$ cat src/rtl/dco_fll_pkg.sv
package dco_fll_pkg;

   // Direction chosen for the fine code after a closed window
   typedef enum logic [1:0] {
      STEP_HOLD = 2'b00,
      STEP_UP   = 2'b01,
      STEP_DN   = 2'b10
   } step_e;

endpackage

$ cat src/rtl/fll_ref_window.sv
module fll_ref_window #(
   parameter int CNT_W       = 16,
   parameter int WIN_W       = 3,
   parameter int SYNC_STAGES = 2
) (
   input  logic             clk,
   input  logic             rst_n,
   input  logic             active,
   input  logic             ref_in,
   input  logic [WIN_W-1:0] win_refs,
   output logic             meas_vld,
   output logic [CNT_W-1:0] meas_cnt
);

   localparam logic [CNT_W-1:0] CNT_TOP = '1;

   if (SYNC_STAGES < 2) begin : g_bad_sync
      $error("fll_ref_window: SYNC_STAGES must be at least 2");
   end

   logic [SYNC_STAGES-1:0] stg_q;
   logic                   prev_q;
   logic                   rise;
   logic                   armed_q;
   logic [WIN_W-1:0]       per_q;
   logic [WIN_W-1:0]       win_len;
   logic [CNT_W-1:0]       cyc_q;
   logic                   vld_q;
   logic [CNT_W-1:0]       cnt_q;

   // Synchronizer chain and rising-edge detect keep running in every state
   always_ff @(posedge clk) begin
      if (!rst_n) begin
         stg_q  <= '0;
         prev_q <= 1'b0;
      end else begin
         stg_q  <= {stg_q[SYNC_STAGES-2:0], ref_in};
         prev_q <= stg_q[SYNC_STAGES-1];
      end
   end

   assign rise    = stg_q[SYNC_STAGES-1] & ~prev_q;
   assign win_len = (win_refs == '0) ? WIN_W'(1) : win_refs;

   // Cycle counter: a start edge sets it to 1, the closing edge reads it
   always_ff @(posedge clk) begin
      if (!rst_n || !active) begin
         armed_q <= 1'b0;
         per_q   <= '0;
         cyc_q   <= '0;
         vld_q   <= 1'b0;
         cnt_q   <= '0;
      end else begin
         vld_q <= 1'b0;
         if (cyc_q != CNT_TOP) cyc_q <= cyc_q + 1'b1;
         if (rise) begin
            if (!armed_q) begin
               armed_q <= 1'b1;
               cyc_q   <= CNT_W'(1);
               per_q   <= '0;
            end else if (per_q + 1'b1 == win_len) begin
               vld_q <= 1'b1;
               cnt_q <= cyc_q;
               cyc_q <= CNT_W'(1);
               per_q <= '0;
            end else begin
               per_q <= per_q + 1'b1;
            end
         end
      end
   end

   assign meas_vld = vld_q;
   assign meas_cnt = cnt_q;

   AST_WINDOW_PULSE: assert property (@(posedge clk) disable iff (!rst_n)
      meas_vld |=> !meas_vld);
   AST_NO_WINDOW_IDLE: assert property (@(posedge clk) disable iff (!rst_n)
      !active |=> !meas_vld);

endmodule

$ cat src/rtl/fll_code_stepper.sv
module fll_code_stepper
   import dco_fll_pkg::*;
#(
   parameter int CODE_W       = 19,
   parameter int BANK_W       = 5,
   parameter int START_W      = 16,
   parameter int STARTUP_TAIL = 4,
   parameter int FINE_LO      = 1024,
   parameter int FINE_HI      = 15359,
   parameter int JUMP_UP_FINE = 4096,
   parameter int JUMP_DN_FINE = 12287
) (
   input  logic               clk,
   input  logic               rst_n,
   input  logic [START_W-1:0] start_code,
   input  logic               upd,
   input  step_e              dir,
   output logic [CODE_W-1:0]  code,
   output logic               jump
);

   localparam int FINE_W = CODE_W - BANK_W;
   localparam int TAIL_W = CODE_W - START_W;
   localparam logic [BANK_W-1:0] BANK_TOP = '1;
   localparam logic [BANK_W-1:0] BANK_BOT = '0;
   localparam logic [FINE_W-1:0] F_HI = FINE_W'(FINE_HI);
   localparam logic [FINE_W-1:0] F_LO = FINE_W'(FINE_LO);
   localparam logic [FINE_W-1:0] F_JU = FINE_W'(JUMP_UP_FINE);
   localparam logic [FINE_W-1:0] F_JD = FINE_W'(JUMP_DN_FINE);

   if (TAIL_W < 1) begin : g_bad_tail
      $error("fll_code_stepper: start-up value must be narrower than the code");
   end
   if (!(FINE_LO < JUMP_UP_FINE && JUMP_UP_FINE < FINE_HI &&
         FINE_LO < JUMP_DN_FINE && JUMP_DN_FINE < FINE_HI)) begin : g_bad_jump
      $error("fll_code_stepper: jump targets must lie strictly inside the rollover points");
   end
   if (FINE_HI >= (1 << FINE_W) || FINE_LO < 0) begin : g_bad_fine
      $error("fll_code_stepper: rollover points outside the fine field");
   end

   logic [BANK_W-1:0] bank_q;
   logic [FINE_W-1:0] fine_q;
   logic              jump_q;

   always_ff @(posedge clk) begin
      if (!rst_n) begin
         {bank_q, fine_q} <= {start_code, TAIL_W'(STARTUP_TAIL)};
         jump_q           <= 1'b0;
      end else begin
         jump_q <= 1'b0;
         if (upd) begin
            unique case (dir)
               STEP_UP: begin
                  if (fine_q >= F_HI) begin
                     if (bank_q != BANK_TOP) begin
                        bank_q <= bank_q + 1'b1;
                        fine_q <= F_JU;
                        jump_q <= 1'b1;
                     end
                  end else begin
                     fine_q <= fine_q + 1'b1;
                  end
               end
               STEP_DN: begin
                  if (fine_q <= F_LO) begin
                     if (bank_q != BANK_BOT) begin
                        bank_q <= bank_q - 1'b1;
                        fine_q <= F_JD;
                        jump_q <= 1'b1;
                     end
                  end else begin
                     fine_q <= fine_q - 1'b1;
                  end
               end
               default: ;
            endcase
         end
      end
   end

   assign code = {bank_q, fine_q};
   assign jump = jump_q;

   AST_MOVE_ONLY_ON_WINDOW: assert property (@(posedge clk) disable iff (!rst_n)
      !upd |=> $stable(code));
   AST_HOLD_IN_BAND: assert property (@(posedge clk) disable iff (!rst_n)
      (upd && dir == STEP_HOLD) |=> $stable(code));
   AST_FINE_SINGLE_STEP: assert property (@(posedge clk) disable iff (!rst_n)
      (bank_q == $past(bank_q)) |-> (fine_q == $past(fine_q) ||
                                     fine_q == FINE_W'($past(fine_q) + 1'b1) ||
                                     fine_q == FINE_W'($past(fine_q) - 1'b1)));
   AST_BANK_UP_LANDING: assert property (@(posedge clk) disable iff (!rst_n)
      (bank_q == BANK_W'($past(bank_q) + 1'b1) && bank_q != BANK_BOT) |-> (fine_q == F_JU && jump));
   AST_BANK_DN_LANDING: assert property (@(posedge clk) disable iff (!rst_n)
      (bank_q == BANK_W'($past(bank_q) - 1'b1) && bank_q != BANK_TOP) |-> (fine_q == F_JD && jump));
   AST_NO_WRAP: assert property (@(posedge clk) disable iff (!rst_n)
      !(bank_q == BANK_BOT && $past(bank_q) == BANK_TOP) &&
      !(bank_q == BANK_TOP && $past(bank_q) == BANK_BOT));

endmodule

$ cat src/rtl/fll_lock_detect.sv
module fll_lock_detect #(
   parameter int LOCK_WINS = 4
) (
   input  logic clk,
   input  logic rst_n,
   input  logic active,
   input  logic upd,
   input  logic in_band,
   input  logic jump,
   output logic locked
);

   localparam int LC_W = $clog2(LOCK_WINS + 1);
   localparam logic [LC_W-1:0] LC_TOP = LC_W'(LOCK_WINS);

   if (LOCK_WINS < 1) begin : g_bad_lock
      $error("fll_lock_detect: LOCK_WINS must be at least 1");
   end

   logic [LC_W-1:0] run_q;

   always_ff @(posedge clk) begin
      if (!rst_n || !active || jump) begin
         run_q <= '0;
      end else if (upd) begin
         if (!in_band)             run_q <= '0;
         else if (run_q != LC_TOP) run_q <= run_q + 1'b1;
      end
   end

   assign locked = (run_q == LC_TOP);

   AST_LOCK_RISE_IN_BAND: assert property (@(posedge clk) disable iff (!rst_n)
      $rose(locked) |-> $past(upd && in_band));
   AST_LOCK_DROP_OUT_BAND: assert property (@(posedge clk) disable iff (!rst_n)
      (upd && !in_band) |=> !locked);
   AST_LOCK_DROP_JUMP: assert property (@(posedge clk) disable iff (!rst_n)
      jump |=> !locked);
   AST_STANDBY_UNLOCKED: assert property (@(posedge clk) disable iff (!rst_n)
      !active |=> !locked);

endmodule

$ cat src/rtl/dco_fll_ctrl.sv
module dco_fll_ctrl
   import dco_fll_pkg::*;
#(
   parameter int CODE_W       = 19,
   parameter int BANK_W       = 5,
   parameter int START_W      = 16,
   parameter int STARTUP_TAIL = 4,
   parameter int CNT_W        = 16,
   parameter int WIN_W        = 3,
   parameter int SYNC_STAGES  = 2,
   parameter int DEADBAND     = 2,
   parameter int LOCK_WINS    = 4,
   parameter int FINE_LO      = 1024,
   parameter int FINE_HI      = 15359,
   parameter int JUMP_UP_FINE = 4096,
   parameter int JUMP_DN_FINE = 12287
) (
   input  logic               clk_osc,
   input  logic               rst_n,
   input  logic               ref_clk,
   input  logic               xtal_ok,
   input  logic               standby_req,
   input  logic [WIN_W-1:0]   win_refs,
   input  logic [CNT_W-1:0]   target_cnt,
   input  logic [START_W-1:0] start_code,
   output logic [CODE_W-1:0]  dco_code,
   output logic               locked
);

   localparam int CMP_W = CNT_W + 1;

   if (DEADBAND < 0 || DEADBAND >= (1 << (CNT_W - 1))) begin : g_bad_band
      $error("dco_fll_ctrl: DEADBAND out of range");
   end
   if (BANK_W < 1 || BANK_W >= CODE_W) begin : g_bad_bank
      $error("dco_fll_ctrl: BANK_W must leave room for a fine field");
   end

   logic             active;
   logic             meas_vld;
   logic [CNT_W-1:0] meas_cnt;
   logic [CMP_W-1:0] meas_x;
   logic [CMP_W-1:0] tgt_x;
   logic             too_slow;
   logic             too_fast;
   logic             in_band;
   logic             upd;
   logic             jump;
   step_e            dir;

   assign active = xtal_ok & ~standby_req;

   fll_ref_window #(
      .CNT_W       (CNT_W),
      .WIN_W       (WIN_W),
      .SYNC_STAGES (SYNC_STAGES)
   ) u_window (
      .clk      (clk_osc),
      .rst_n    (rst_n),
      .active   (active),
      .ref_in   (ref_clk),
      .win_refs (win_refs),
      .meas_vld (meas_vld),
      .meas_cnt (meas_cnt)
   );

   assign meas_x = CMP_W'(meas_cnt);
   assign tgt_x  = CMP_W'(target_cnt);

   if (DEADBAND == 0) begin : g_exact
      assign too_slow = meas_x < tgt_x;
      assign too_fast = meas_x > tgt_x;
   end else begin : g_band
      assign too_slow = (meas_x + CMP_W'(DEADBAND)) < tgt_x;
      assign too_fast = meas_x > (tgt_x + CMP_W'(DEADBAND));
   end

   assign in_band = ~too_slow & ~too_fast;
   assign dir     = too_slow ? STEP_UP : (too_fast ? STEP_DN : STEP_HOLD);
   assign upd     = meas_vld & active;

   fll_code_stepper #(
      .CODE_W       (CODE_W),
      .BANK_W       (BANK_W),
      .START_W      (START_W),
      .STARTUP_TAIL (STARTUP_TAIL),
      .FINE_LO      (FINE_LO),
      .FINE_HI      (FINE_HI),
      .JUMP_UP_FINE (JUMP_UP_FINE),
      .JUMP_DN_FINE (JUMP_DN_FINE)
   ) u_stepper (
      .clk        (clk_osc),
      .rst_n      (rst_n),
      .start_code (start_code),
      .upd        (upd),
      .dir        (dir),
      .code       (dco_code),
      .jump       (jump)
   );

   fll_lock_detect #(
      .LOCK_WINS (LOCK_WINS)
   ) u_lock (
      .clk     (clk_osc),
      .rst_n   (rst_n),
      .active  (active),
      .upd     (upd),
      .in_band (in_band),
      .jump    (jump),
      .locked  (locked)
   );

   AST_IDLE_FROZEN: assert property (@(posedge clk_osc) disable iff (!rst_n)
      !active |=> $stable(dco_code));
   AST_NO_XTAL_UNLOCKED: assert property (@(posedge clk_osc) disable iff (!rst_n)
      !xtal_ok |=> !locked);

endmodule

$ cat config.mk
export PLATFORM = sky130hd
export DESIGN_NAME = dco_fll_ctrl
export DESIGN_NICKNAME = d
export VERILOG_FILES = /design/src/rtl/dco_fll_pkg.sv /design/src/rtl/fll_ref_window.sv /design/src/rtl/fll_code_stepper.sv /design/src/rtl/fll_lock_detect.sv /design/src/rtl/dco_fll_ctrl.sv
export SDC_FILE = /design/constraint.sdc
export NUM_CORES = 1
export LEC_CHECK = 0
export BUFFER_PORTS_ARGS = -buffer_cell sky130_fd_sc_hd__buf_2
export CAP_MARGIN = 20
export CELL_PAD_IN_SITES_DETAIL_PLACEMENT = 1
export CELL_PAD_IN_SITES_GLOBAL_PLACEMENT = 2
export CORE_AREA = 2 2 120 122
export DETAILED_ROUTE_END_ITERATION = 6
export DIE_AREA = 0 0 122 124
export HOLD_SLACK_MARGIN = 0.03
export PLACE_DENSITY = 0.83
export RECOVER_POWER = 100
export SLEW_MARGIN = 10
export SYNTH_ARGS = -nofsm -noshare
export SYNTH_HDL_FRONTEND = slang
export SYNTH_HIERARCHICAL = 1
export SYNTH_SLANG_ARGS = --single-unit
$ cat constraint.sdc
create_clock -name clk_osc -period 12.5 [get_ports clk_osc]
set_input_delay 2.5 -clock clk_osc [delete_from_list [all_inputs] [get_ports clk_osc]]
set_output_delay 2.5 -clock clk_osc [all_outputs]
set_load 0.1 [all_outputs]
* Word-level counts from Yosys, hierarchy flattened
Cells that the tools add are included.
Widths: inputs -> output; s select.
** Storage, ports and cells
- Input bits :: 40
- Register bits after elaboration :: 63
- Word-level logic and storage cells :: 98
- Output and inout bits :: 20
** Cells by class
- Reduce and logical (&&, ||, !) cells :: 14
- Mux-type cells :: 31
- Equality and inequality tests :: 18
- Bitwise operators :: 10
- $lt $le $gt $ge :: 4
- Add/subtract/negate cells :: 9
** Operators with widths (number)
- $mux 14 :: 6
- $mux 16 :: 4
- $add 16x2->17 const B :: 2
- $mux 5 :: 6
- $pmux 14 s2 :: 1
- $gt 16x17->1 :: 1
- $lt 17x16->1 :: 1
- $add 16x1->16 const B :: 1
- $ne 16x16->1 const B :: 1
- $mux 3 :: 5
- $add 14x1->14 const B :: 1
- $ge 14x14->1 const B :: 1
- $le 14x11->1 const B :: 1
- $sub 14x1->14 const B :: 1
- $ne 3x2->1 const B :: 4
- $pmux 5 s2 :: 1
- $ne 3x3->1 const B :: 3
- $ne 4x4->1 const B :: 2
- $reduce_and 4->1 :: 2
- $add 3x1->3 const B :: 2
- $not 1->1 :: 6
- $reduce_and 6->1 :: 1
- $add 5x1->5 const B :: 1
- $mux 1 :: 5
- other kinds (20) :: 27

* Logic depth before layout (Yosys ltp)
Gate-level depths: netlist of run 1.
- Word-level depth :: 8
- Depth in mapped cells :: 18
- Mapped depth without buffers :: 18

* Hierarchy
Netlist of run 1, hierarchy kept.
** By module, submodules not included
- fll_ref_window :: seq. area each 800.8 um2, times used 1, area each 1978.1 um2, cells an instance 210
- fll_code_stepper :: seq. area each 560.5 um2, times used 1, area each 1873.0 um2, cells an instance 202
- dco_fll_ctrl :: seq. area each 0.0 um2, times used 1, area each 1255.0 um2, cells an instance 174
- fll_lock_detect :: seq. area each 60.1 um2, times used 1, area each 176.4 um2, cells an instance 21

* Worst setup path after synthesis of run 1
OpenSTA, ideal clock, no wires.
- Kind :: input to register
- Start point :: in target_cnt[3]
- End point :: reg u_stepper.fine_q[10] (enable)
- Path buffers :: 0
- Stages :: 16
- Data required time :: 12.173 ns
- Data arrival time :: 5.483 ns
- Setup slack :: 6.690 ns
- Setup time :: 0.327 ns
- Path through :: and4_1 > nand2_1 > nor2_1 > nand2_1 > xnor2_1 > ha_1 > nand3_1 > nor3_1 > a211o_2 > o211ai_1 > a21oi_1 > ha_1 > inv_1 > nor4b_2 > nand2b_1 > nand2_1
** On the way
- Longest elaborated chain between the ends :: 7
- Elaborated cells on any way between the ends :: 11
- Those cells by class :: add/sub (1); order compare (2); eq/ne (5); mux (2); reduce/logical (1)
** Ends and longest elaborated chain
- from (decl) :: line dco_fll_ctrl.sv:24 : input logic [CNT_W-1:0] target_cnt,
- $add 16x2->17 :: line dco_fll_ctrl.sv:75 : assign too_fast = meas_x > (tgt_x + CMP_W'(DEADBAND));
- $gt 16x17->1 :: line dco_fll_ctrl.sv:75
- $mux 2 :: line dco_fll_ctrl.sv:79 : assign dir = too_slow ? STEP_UP : (too_fast ? STEP_DN : STEP_HOLD);
- $mux 2 * :: line dco_fll_ctrl.sv:79
- net dir[1] :: line dco_fll_ctrl.sv:49 : step_e dir;
- $eq 2x2->1 / $eq 2x1->1 (equally long branches) :: line fll_code_stepper.sv:53 : unique case (dir)
- $ne 4x4->1 (no source line) / $ne 3x1->1 (equally long branches)
- $reduce_and 4->1 (no source line) *
- to (signal assigned) :: line fll_code_stepper.sv:48 : {bank_q, fine_q} <= {start_code, TAIL_W'(STARTUP_TAIL)};
- to (signal assigned) :: line fll_code_stepper.sv:62 : fine_q <= fine_q + 1'b1;
- to (signal assigned) :: line fll_code_stepper.sv:73 : fine_q <= fine_q - 1'b1;
- to (decl) :: line fll_code_stepper.sv:43 : logic [FINE_W-1:0] fine_q;
The timed path passes the listed nets; every way through them passes the cells marked *.
A chain may end at the register's enable or synchronous reset.

* Worst setup path in the final report of run 1
- Start point :: in target_cnt[1]
- End point :: reg u_stepper.fine_q[7] (enable)
Same word-level chain as after synthesis.

==> flow_summary.yaml, run 1 <==
drt:
  routedWlPerCell_um: 17.2
  drc: 0
  routed_via_density: 5.60
  drt-initial-drc-count: 209
  routed_wl_mm: 14.5
  drt_first_pass_iters: 4
  num_vias: 4726
  postRouteAntennaNets: 0
floorplan:
  die_h_um: 124
  row_count: 43
  pin_count: 60
  die_w_um: 122
  core_um2: 13700
  start_util_pct: 38.5
  die_area_um2: 15100
placed_design:
  place.gp.congestion: 0.837
  place_ws_ns: 5.76
  port_buffers: 59
  hpwl_mm: 10.9
  place_inst: 828
yosys:
  syn-num-nets: 692
  yosysUniqueCellTypes: 84
  seq_area_frac_synth_pct: 26.9
  synthFlopType: "dfxtp_1"
  muxShareOfSynthArea_pct: 4.05
  synth_edf_count: 16
  synthSimpleGateAreaFrac_pct: 25.6
  avgSynthCellArea_um2: 8.70
  ys.warnings.count: 6
  synth_top_family_by_area: "simple AND/OR/NAND/NOR gates"
  ys_ff_latch: 63
  synth_compound_area_share_pct: 18.4
  synthArstFlopShare_pct: 0
  synthAdderAreaFrac_pct: 10.8
  syn_inst: 607
  synth.cell_area_um2: 5280
  synth-xor-area-share_pct: 8.88
clock_network:
  clock_latency_ns: 0.33
  numCtsBuffers: 9
  htreeDepth: 3
  clkTransAtPathRegs_ns: 0.05
  cts_setup_buffers: 0
  cts_tree: "yes"
  clock_sinks: 63
  cts_hold_buf: 0
  cts-root-buf: "clkbuf_16"
  clock_path_buffers: 2
  cts_resized: 0
job:
  drv_cap: 0
timing:
  setup_slack_ns: 4.93
  min_period_over_period_pct: 60.6
  finalCriticalPeriod_ns: 7.57
  max_freq_mhz: 132
  holdWs_ns: 0.447
  hold_viol_final: 0
  setup_viol: 0
  slew_headroom_pct: 1.99
  tns_ns: 0
  fin_skew_ns: 0.00400
  slew_viol_final: 0
  rsz0062_at_grt: "no"
  tightest_slew_ns: 1.47
worst_setup_path:
  crit_fanout: 27
  cp_num_cells: 18
  cpMaxStageDelayCell: "clkbuf_1"
  startpoint_type: "primary input"
  slowest_delay_ns: 1.00
  r2r-start: "u_window/meas_cnt[1]$_SDFFE_PP0P_"
  path_cells: "clkbuf_1, ha_1, nand2_1, nor2_1, nand2_1, xnor2_1, ha_1, nand3_1, nor3_1, a211o_2, o211ai_1, a21oi_1, ha_1, clkbuf_1, inv_1, nor4b_1, nand2b_1, nand2_1"
  worstSetupPathType: "primary input to flip-flop"
  rr_endpoint: "u_stepper/fine_q[7]$_DFFE_PP_"
  path_delay_family: "simple AND/OR/NAND/NOR gates"
  arrival_ns: 7.47
  cp.required_ns: 12.39
  r2r_cells: 16
  path_buf_inv: 3
  endpoint_kind: "flip-flop"
  rrSetupSlack_ns: 6.79
worst_hold_path:
  min_to: "u_window/stg_q[1]$_SDFF_PN0_"
  hp-start: "u_window/stg_q[0]$_SDFF_PN0_"
  hold_depth: 1
  hold_path_class: "flip-flop to flip-flop"
global_routing:
  overflow: 0
  grt_pass1_vias: 4847
  grtUsageTotal_pct: 19.8
  grt_pass1_wl_mm: 24.0
  grt_max_degree: 37
  antenna_found_initial: 0
final_layout:
  final_cell_count_no_fill: 844
  antenna_cells: 0
  syn2layout_area_growth_pct: 11.9
  final_cell_mix: "nand2_1 (70), dfxtp_1 (47), ha_1 (44)"
  final_common_cell: "nand2_1"
  final_nets: 744
  fillers: 1700
  post_route_cells_drive_above_1_share_pct: 12.3
power_and_ir_drop:
  power_density_nw_per_um2: 96.7
  ir_drop_uv: 51.4
  power_w: 0.000572
  leakagePower_nw: 2.13
status:
  status: "finished, final reports clean"
cell usage after synthesis, drive strengths merged, types with 7 or more instances:
master   n  area share (%)
nand2   71             5.1
dfxtp   47              18
ha      44              10
inv     41             2.9
xnor2   41             6.8
nor2    32             2.3
nand3   28             2.9
nor3    25             3.3
a21oi   20             1.9
nand4   20             2.6
o21ai   20             2.2
mux2i   18             3.4
edfxtp  16             9.1
a211oi  15             3.0
buf     12             1.7
clkbuf  10            0.71
or3     10             1.2
xor2    10             1.7
a31oi    7            0.83
and2     7            0.83
worst max-delay path by stage:
| stage | to | startpoint | slack (ns) |
|---|---|---|---|
| finish | u_stepper/fine_q[7]$_DFFE_PP_ | target_cnt[1] | 4.93 |
| global placement | u_stepper/fine_q[5]$_DFFE_PP_ | target_cnt[1] | 5.98 |
| floorplan | u_stepper/fine_q[10]$_DFFE_PP_ | target_cnt[3] | 6.69 |
| CTS | u_stepper/fine_q[13]$_DFFE_PP_ | target_cnt[3] | 6.08 |
| global route | u_stepper/fine_q[7]$_DFFE_PP_ | target_cnt[1] | 4.29 |
| detailed placement | u_stepper/fine_q[7]$_DFFE_PP_ | target_cnt[1] | 5.76 |
power by group:
part | leakage [nW] | switching (W) | internal (W) | total (W)
Sequential | 0.534 | 0.0000117 | 0.000215 | 0.000227
Clock | 0.156 | 0.0000895 | 0.000169 | 0.000259
Combinational | 1.44 | 0.0000617 | 0.0000245 | 0.0000862
state kept, by name, summed over array words and instances, names as in the netlist:
name / flops
u_window/cyc_q: 16
u_window/meas_cnt: 16
u_stepper/fine_q: 14
u_stepper/bank_q: 5
u_lock/run_q: 3
u_window/per_q: 3
u_window/stg_q: 2
u_stepper/jump: 1
u_window/armed_q: 1
u_window/meas_vld: 1
u_window/prev_q: 1
cell families (layout without fill, tap and decap cells):
family                   Yosys count  in the layout
XOR/XNOR                          52             52
flip-flops                        63             63
AO/OA/AOI/OAI                    123            123
AND/OR/NAND/NOR                  239            239
multiplexers                      21             21
buffers and inverters             64            121
adder cells (fa/ha/maj)           45             45
per-stage QoR:
stage,utilization (%),area (µm²)
after floorplan,-,5280
after global placement,41.6,5700
after detailed placement,41.6,5700
after CTS,43.9,6020
after global routing,43.1,5910
final,43.1,5910
area by class of cell:
class                           count  area [µm²]  share of cell area [%]
Tap cell                          180         225                    3.81
Sequential cell                    63        1420                    24.0
Clock buffer                       15         310                    5.25
Timing Repair Buffer               63         290                    4.91
Inverter                           42         158                    2.67
Clock inverter                      1        5.00                  0.0847
Multi-Input combinational cell    480        3500                    59.2
routing by layer:
metal / GRT usage [%] / wire, µm / part of all wire, %
met4: 5.10 / 151 / 1.0
met3: 3.48 / 383 / 2.6
met5: 0 / 0 / 0
met2: 36.6 / 7410 / 51
met1: 23.7 / 6600 / 45
No activity file was read; power rests on OpenSTA's default activity.
==> run 2, diff against run 1 <==
--- a/config.mk
+++ b/config.mk
@@ -9,11 +9,11 @@
 export CAP_MARGIN = 20
 export CELL_PAD_IN_SITES_DETAIL_PLACEMENT = 1
 export CELL_PAD_IN_SITES_GLOBAL_PLACEMENT = 2
-export CORE_AREA = 2 2 120 122
+export CORE_AREA = 2 2 130 132
 export DETAILED_ROUTE_END_ITERATION = 6
-export DIE_AREA = 0 0 122 124
+export DIE_AREA = 0 0 132 134
 export HOLD_SLACK_MARGIN = 0.03
-export PLACE_DENSITY = 0.83
+export PLACE_DENSITY = 0.75
 export RECOVER_POWER = 100
 export SLEW_MARGIN = 10
 export SYNTH_ARGS = -nofsm -noshare
==> constraint.sdc (replaced) <==
create_clock -name clk_osc -period 6.9 [get_ports clk_osc]
set_input_delay 1.38 -clock clk_osc [delete_from_list [all_inputs] [get_ports clk_osc]]
set_output_delay 1.38 -clock clk_osc [all_outputs]
set_load 0.1 [all_outputs]
==> run 2 against run 1 <==
Against the previous run: the flow now finishes with violations (max-capacitance violations, max-slew violations); critical path type unchanged; wire length rose by 2.1%; largest power group unchanged; global-route usage down 2.8 points; clock skew rose by 0.0031 ns; sequential power increased by 81%; register-to-register slack lost 4.8 ns; setup slack worse by 3.8 ns; cell area increased by 1.3%.
==> flow_summary.yaml, run 2 (synthesized netlist as in run 1, its figures left out) <==
worst_setup_path:
  crit_path_frequent_cell: "ha_1"
  cpMaxStageDelayCell: "clkbuf_1"
  path_cells: "clkbuf_1, ha_1, nand2_1, nor2_1, nand2_1, xnor2_1, ha_1, nand3_1, nor3_1, a2111o_1, o211ai_1, a21oi_1, ha_1, clkbuf_1, o21ai_4, o21bai_4, a221oi_1, o32ai_1"
  r2r_cells: 17
  rrSetupSlack_ns: 1.97
  r2r-start: "u_window/meas_cnt[1]$_SDFFE_PP0P_"
  rr_endpoint: "u_stepper/fine_q[3]$_DFFE_PP_"
  path_buf_inv: 2
  arrival_ns: 5.81
  crit_fanout: 20
  slowest_delay_ns: 0.76
  path_delay_family: "compound AO/OA/AOI/OAI gates"
  startpoint_type: "primary input"
  cp.required_ns: 6.93
  worstSetupPathType: "primary input to flip-flop"
  endpoint_kind: "flip-flop"
floorplan:
  die_area_um2: 17700
  core_um2: 16300
  pin_count: 60
  die_h_um: 134
  die_w_um: 132
  row_count: 47
  start_util_pct: 32.4
clock_network:
  cts_resized: 0
  clkTransAtPathRegs_ns: 0.06
  cts_hold_buf: 0
  clock_path_buffers: 2
  cts_tree: "yes"
  cts-root-buf: "clkbuf_16"
  htreeDepth: 3
  clock_latency_ns: 0.34
  numCtsBuffers: 9
  clock_sinks: 63
  cts_setup_buffers: 0
timing:
  min_period_over_period_pct: 83.7
  finalCriticalPeriod_ns: 5.77
  setup_viol: 0
  fin_skew_ns: 0.00715
  rsz0062_at_grt: "no"
  setup_slack_ns: 1.13
  max_freq_mhz: 173
  slew_viol_final: 37
  hold_viol_final: 0
  slew_headroom_pct: -13.0
  tns_ns: 0
  tightest_slew_ns: 1.69
final_layout:
  final_cell_mix: "nand2_1 (70), dfxtp_1 (47), ha_1 (44)"
  seqCellArea_um2: 1420
  syn2layout_area_growth_pct: 13.3
  post_route_cells_drive_above_1_share_pct: 12.7
  final_common_cell: "nand2_1"
  antenna_cells: 0
  fillers: 1983
  multiInputGateArea_um2: 3500
  final_nets: 743
worst_hold_path:
  hold_path_class: "flip-flop to flip-flop"
  hp-start: "u_window/stg_q[0]$_SDFF_PN0_"
  hold_depth: 1
  min_to: "u_window/stg_q[1]$_SDFF_PN0_"
drt:
  postRouteAntennaNets: 0
  drc: 0
  drt-initial-drc-count: 158
  routed_via_density: 5.37
  num_vias: 4739
  drt_first_pass_iters: 4
  routed_wl_mm: 14.8
  routedWlPerCell_um: 16.8
global_routing:
  grtUsageTotal_pct: 17.1
  overflow: 0
  antenna_found_initial: 0
  grt_max_degree: 37
  grt_pass1_vias: 4985
  grt_pass1_wl_mm: 24.7
placed_design:
  port_buffers: 59
  hpwl_mm: 11.3
  place_ws_ns: 1.27
  place.gp.congestion: 0.819
power_and_ir_drop:
  power_density_nw_per_um2: 183
  leakagePower_nw: 2.14
  ir_drop_uv: 124
status:
  status: "finished, violations left"
  failed_checks: "max-capacitance violations, max-slew violations"
job:
  drv_cap: 1
run 2: changes by cell type in the layout (fill, tap and decap cells not counted), moves of 2 or more:
cell / change
clkbuf_1: -3
clkbuf_16: -2
o21ai_1: -2
bufinv_16: +3
clkbuf_8: -2
o21ai_0: +2
run 2: worst max-delay path by stage:
stage / slack (ns) / startpoint / cells after the start / to
floorplan: 2.21 / target_cnt[3] / 16 / u_stepper/fine_q[10]$_DFFE_PP_
global placement: 1.54 / target_cnt[1] / 17 / u_stepper/fine_q[9]$_DFFE_PP_
detailed placement: 1.27 / target_cnt[1] / 17 / u_stepper/fine_q[9]$_DFFE_PP_
CTS: 1.58 / target_cnt[1] / 17 / u_stepper/fine_q[7]$_DFFE_PP_
global route: 0.75 / target_cnt[1] / 18 / u_stepper/fine_q[3]$_DFFE_PP_
finish: 1.13 / target_cnt[1] / 18 / u_stepper/fine_q[3]$_DFFE_PP_
run 2: report_power, final:
group / internal, W / switching (W) / leakage (nW)
Combinational: 0.0000446 / 0.000113 / 1.44
Sequential: 0.000390 / 0.0000201 / 0.534
Clock: 0.000354 / 0.000175 / 0.166
run 2: stage by stage:
stage	hold slack, ns	cells	instance area, µm²	util [%]	power, W
floorplan	0.412	607	5280	-	0.000538
finish	0.461	883	5990	36.8	0.00110
CTS	0.458	883	6090	37.4	0.00112
global route	0.474	883	5990	36.8	0.00114
global placement	0.426	867	5750	35.3	0.000574
detailed placement	0.435	867	5750	35.3	0.000579
run 2: cell type report:
type,instances,area share [%]
clock buffers,9,3.76
clock inverters,7,2.01
well taps,220,4.60
multi-input cells,480,58.5
repair buffers,62,4.79
inverters,42,2.63
flip-flops and latches,63,23.7
run 2: per-layer routing:
metal,vias to the layer above,GRT usage [%],routed length [µm]
met1,2322,19.8,6660
met3,16,4.08,439
li1,2339,-,-
met2,62,31.7,7560
met4,0,3.99,193
met5,-,0,0
==> run 3, diff against run 2 <==
--- a/config.mk
+++ b/config.mk
@@ -9,11 +9,11 @@
 export CAP_MARGIN = 20
 export CELL_PAD_IN_SITES_DETAIL_PLACEMENT = 1
 export CELL_PAD_IN_SITES_GLOBAL_PLACEMENT = 2
-export CORE_AREA = 2 2 130 132
+export CORE_AREA = 2 2 123 125
 export DETAILED_ROUTE_END_ITERATION = 6
-export DIE_AREA = 0 0 132 134
+export DIE_AREA = 0 0 125 127
 export HOLD_SLACK_MARGIN = 0.03
-export PLACE_DENSITY = 0.75
+export PLACE_DENSITY = 0.8
 export RECOVER_POWER = 100
 export SLEW_MARGIN = 10
 export SYNTH_ARGS = -nofsm -noshare
==> constraint.sdc (replaced) <==
create_clock -name clk_osc -period 5.6 [get_ports clk_osc]
set_input_delay 1.12 -clock clk_osc [delete_from_list [all_inputs] [get_ports clk_osc]]
set_output_delay 1.12 -clock clk_osc [all_outputs]
set_load 0.1 [all_outputs]
==> run 3 against run 2 <==
Against the previous run: the run still ends with max-capacitance violations, max-slew violations left; total power up 8.9%; cell area down 2.2%; utilization up 3.8 points; setup slack worse by 0.35 ns; combinational power up 22%; wire length down 1.6%.
==> flow_summary.yaml, run 3 (synthesized netlist as in run 1, its figures left out) <==
status:
  status: "finished, violations left"
  failed_checks: "max-capacitance violations, max-slew violations"
floorplan:
  die_h_um: 127
  die_w_um: 125
  die_area_um2: 15900
  row_count: 44
  pin_count: 60
  core_um2: 14400
  start_util_pct: 36.6
worst_setup_path:
  r2r_cells: 18
  worstSetupPathType: "primary input to flip-flop"
  crit_fanout: 25
  startpoint_type: "primary input"
  arrival_ns: 4.86
  rrSetupSlack_ns: 0.87
  endpoint_kind: "flip-flop"
  cp.required_ns: 5.63
  startpoint: "target_cnt[1]"
  r2r-start: "u_window/meas_cnt[1]$_SDFFE_PP0P_"
  rr_endpoint: "u_stepper/bank_q[4]$_DFFE_PP_"
placed_design:
  place_inst: 831
  port_buffers: 59
  post_dp_cell_area_um2: 5700
  place.gp.congestion: 0.832
  hpwl_mm: 11.0
final_layout:
  final_cell_count_no_fill: 847
  final_cell_area_um2: 5860
  fillers: 1763
  final_cell_mix: "nand2_1 (70), dfxtp_1 (47), ha_1 (44)"
  final_common_cell: "nand2_1"
  final_nets: 743
  seqCellArea_um2: 1420
  post_route_cells_drive_above_1_share_pct: 12.5
  syn2layout_area_growth_pct: 10.8
  multiInputGateArea_um2: 3500
  antenna_cells: 0
power_and_ir_drop:
  p_sw_w: 0.000364
  leakagePower_nw: 2.10
  p_clk_share_pct: 41.5
  power_density_nw_per_um2: 204
  combPwrFrac_pct: 16.2
  ir_drop_uv: 172
  switching_share_pct: 30.5
  p_int_w: 0.000830
  seqPwrFrac_pct: 42.3
timing:
  rsz0062_at_grt: "no"
  max_freq_mhz: 207
  tightest_slew_ns: 1.74
  setup_viol: 0
  slew_viol_final: 37
  finalCriticalPeriod_ns: 4.82
  hold_viol_final: 0
  min_period_over_period_pct: 86.2
  slew_headroom_pct: -16.1
  fin_skew_ns: 0.00828
  tns_ns: 0
drt:
  drc: 0
  drt-initial-drc-count: 189
  routed_via_density: 5.59
  num_vias: 4733
  drt_first_pass_iters: 4
  routedWlPerCell_um: 17.3
  routed_wl_mm: 14.6
  postRouteAntennaNets: 0
clock_network:
  numCtsBuffers: 9
  clock_latency_ns: 0.34
  clock_path_buffers: 2
  clock_sinks: 63
  htreeDepth: 3
  cts_tree: "yes"
  cts_resized: 0
  cts_hold_buf: 0
  clkTransAtPathRegs_ns: 0.05
  cts-root-buf: "clkbuf_16"
  cts_setup_buffers: 0
global_routing:
  grt_pass1_wl_mm: 24.9
  grt_pass1_vias: 4948
  grt_max_degree: 37
  antenna_found_initial: 0
  overflow: 0
  grtUsageTotal_pct: 19.0
job:
  drv_cap: 1
worst_hold_path:
  min_to: "u_window/stg_q[1]$_SDFF_PN0_"
  hp-start: "u_window/stg_q[0]$_SDFF_PN0_"
  hold_depth: 1
  hold_path_class: "flip-flop to flip-flop"
## run 3: power by group through the flow
stage               Sequential [W]  Combinational [W]  Clock (W)
floorplan                 0.000569          0.0000931          0
global placement          0.000514           0.000193          0
detailed placement        0.000515           0.000197          0
CTS                       0.000505           0.000198   0.000512
global route              0.000508           0.000209   0.000537
finish                    0.000506           0.000193   0.000496
## run 3: worst max path at each step
stage / to / slack, ns / cells after the start
floorplan: u_stepper/fine_q[10]$_DFFE_PP_ / 1.17 / 16
global placement: u_stepper/bank_q[4]$_DFFE_PP_ / 0.67 / 18
detailed placement: u_stepper/fine_q[8]$_DFFE_PP_ / 0.50 / 18
CTS: u_stepper/fine_q[4]$_DFFE_PP_ / 0.82 / 18
global route: u_stepper/fine_q[3]$_DFFE_PP_ / 0.32 / 18
finish: u_stepper/fine_q[3]$_DFFE_PP_ / 0.78 / 18
## run 3: critical path, cell delays in order
cell      delay, ns
buf_2          0.15
ha_1           0.23
nand2_1        0.10
nor2_1         0.25
nand2_1        0.11
xnor2_1        0.14
ha_1           0.31
nand3_1        0.13
nor3_1         0.31
a2111o_1       0.15
o211ai_1       0.12
a21oi_1        0.20
ha_1           0.21
buf_4          0.32
o21ai_4        0.12
o21bai_1       0.40
a221oi_1       0.37
o32ai_1        0.11
## run 3: cell type report
| type | instances | area share [%] |
|---|---|---|
| Sequential cell | 63 | 24.3 |
| Clock buffer | 11 | 3.97 |
| Inverter | 42 | 2.69 |
| Multi-Input combinational cell | 480 | 59.7 |
| Timing Repair Buffer | 62 | 4.98 |
| Tap cell | 184 | 3.93 |
| Clock inverter | 5 | 0.449 |
## run 3: per-stage QoR
step	hold WS, ns	utilization, %	setup WS (ns)	total power [W]
3_3_place_gp	0.428	39.5	0.666	0.000706
5_1_grt	0.499	40.6	0.317	0.00125
6_report	0.441	40.6	0.775	0.00119
2_1_floorplan	0.412	-	1.17	0.000662
4_1_cts	0.437	41.3	0.820	0.00122
3_5_place_dp	0.429	39.5	0.498	0.000712
## run 3: per-layer routing
metal / GRT usage, % / routed length, µm / up-vias
met5: 0 / 0 / -
met4: 4.38 / 118 / 0
met3: 4.23 / 439 / 10
met2: 34.8 / 7470 / 58
met1: 22.8 / 6590 / 2317
li1: - / - / 2348
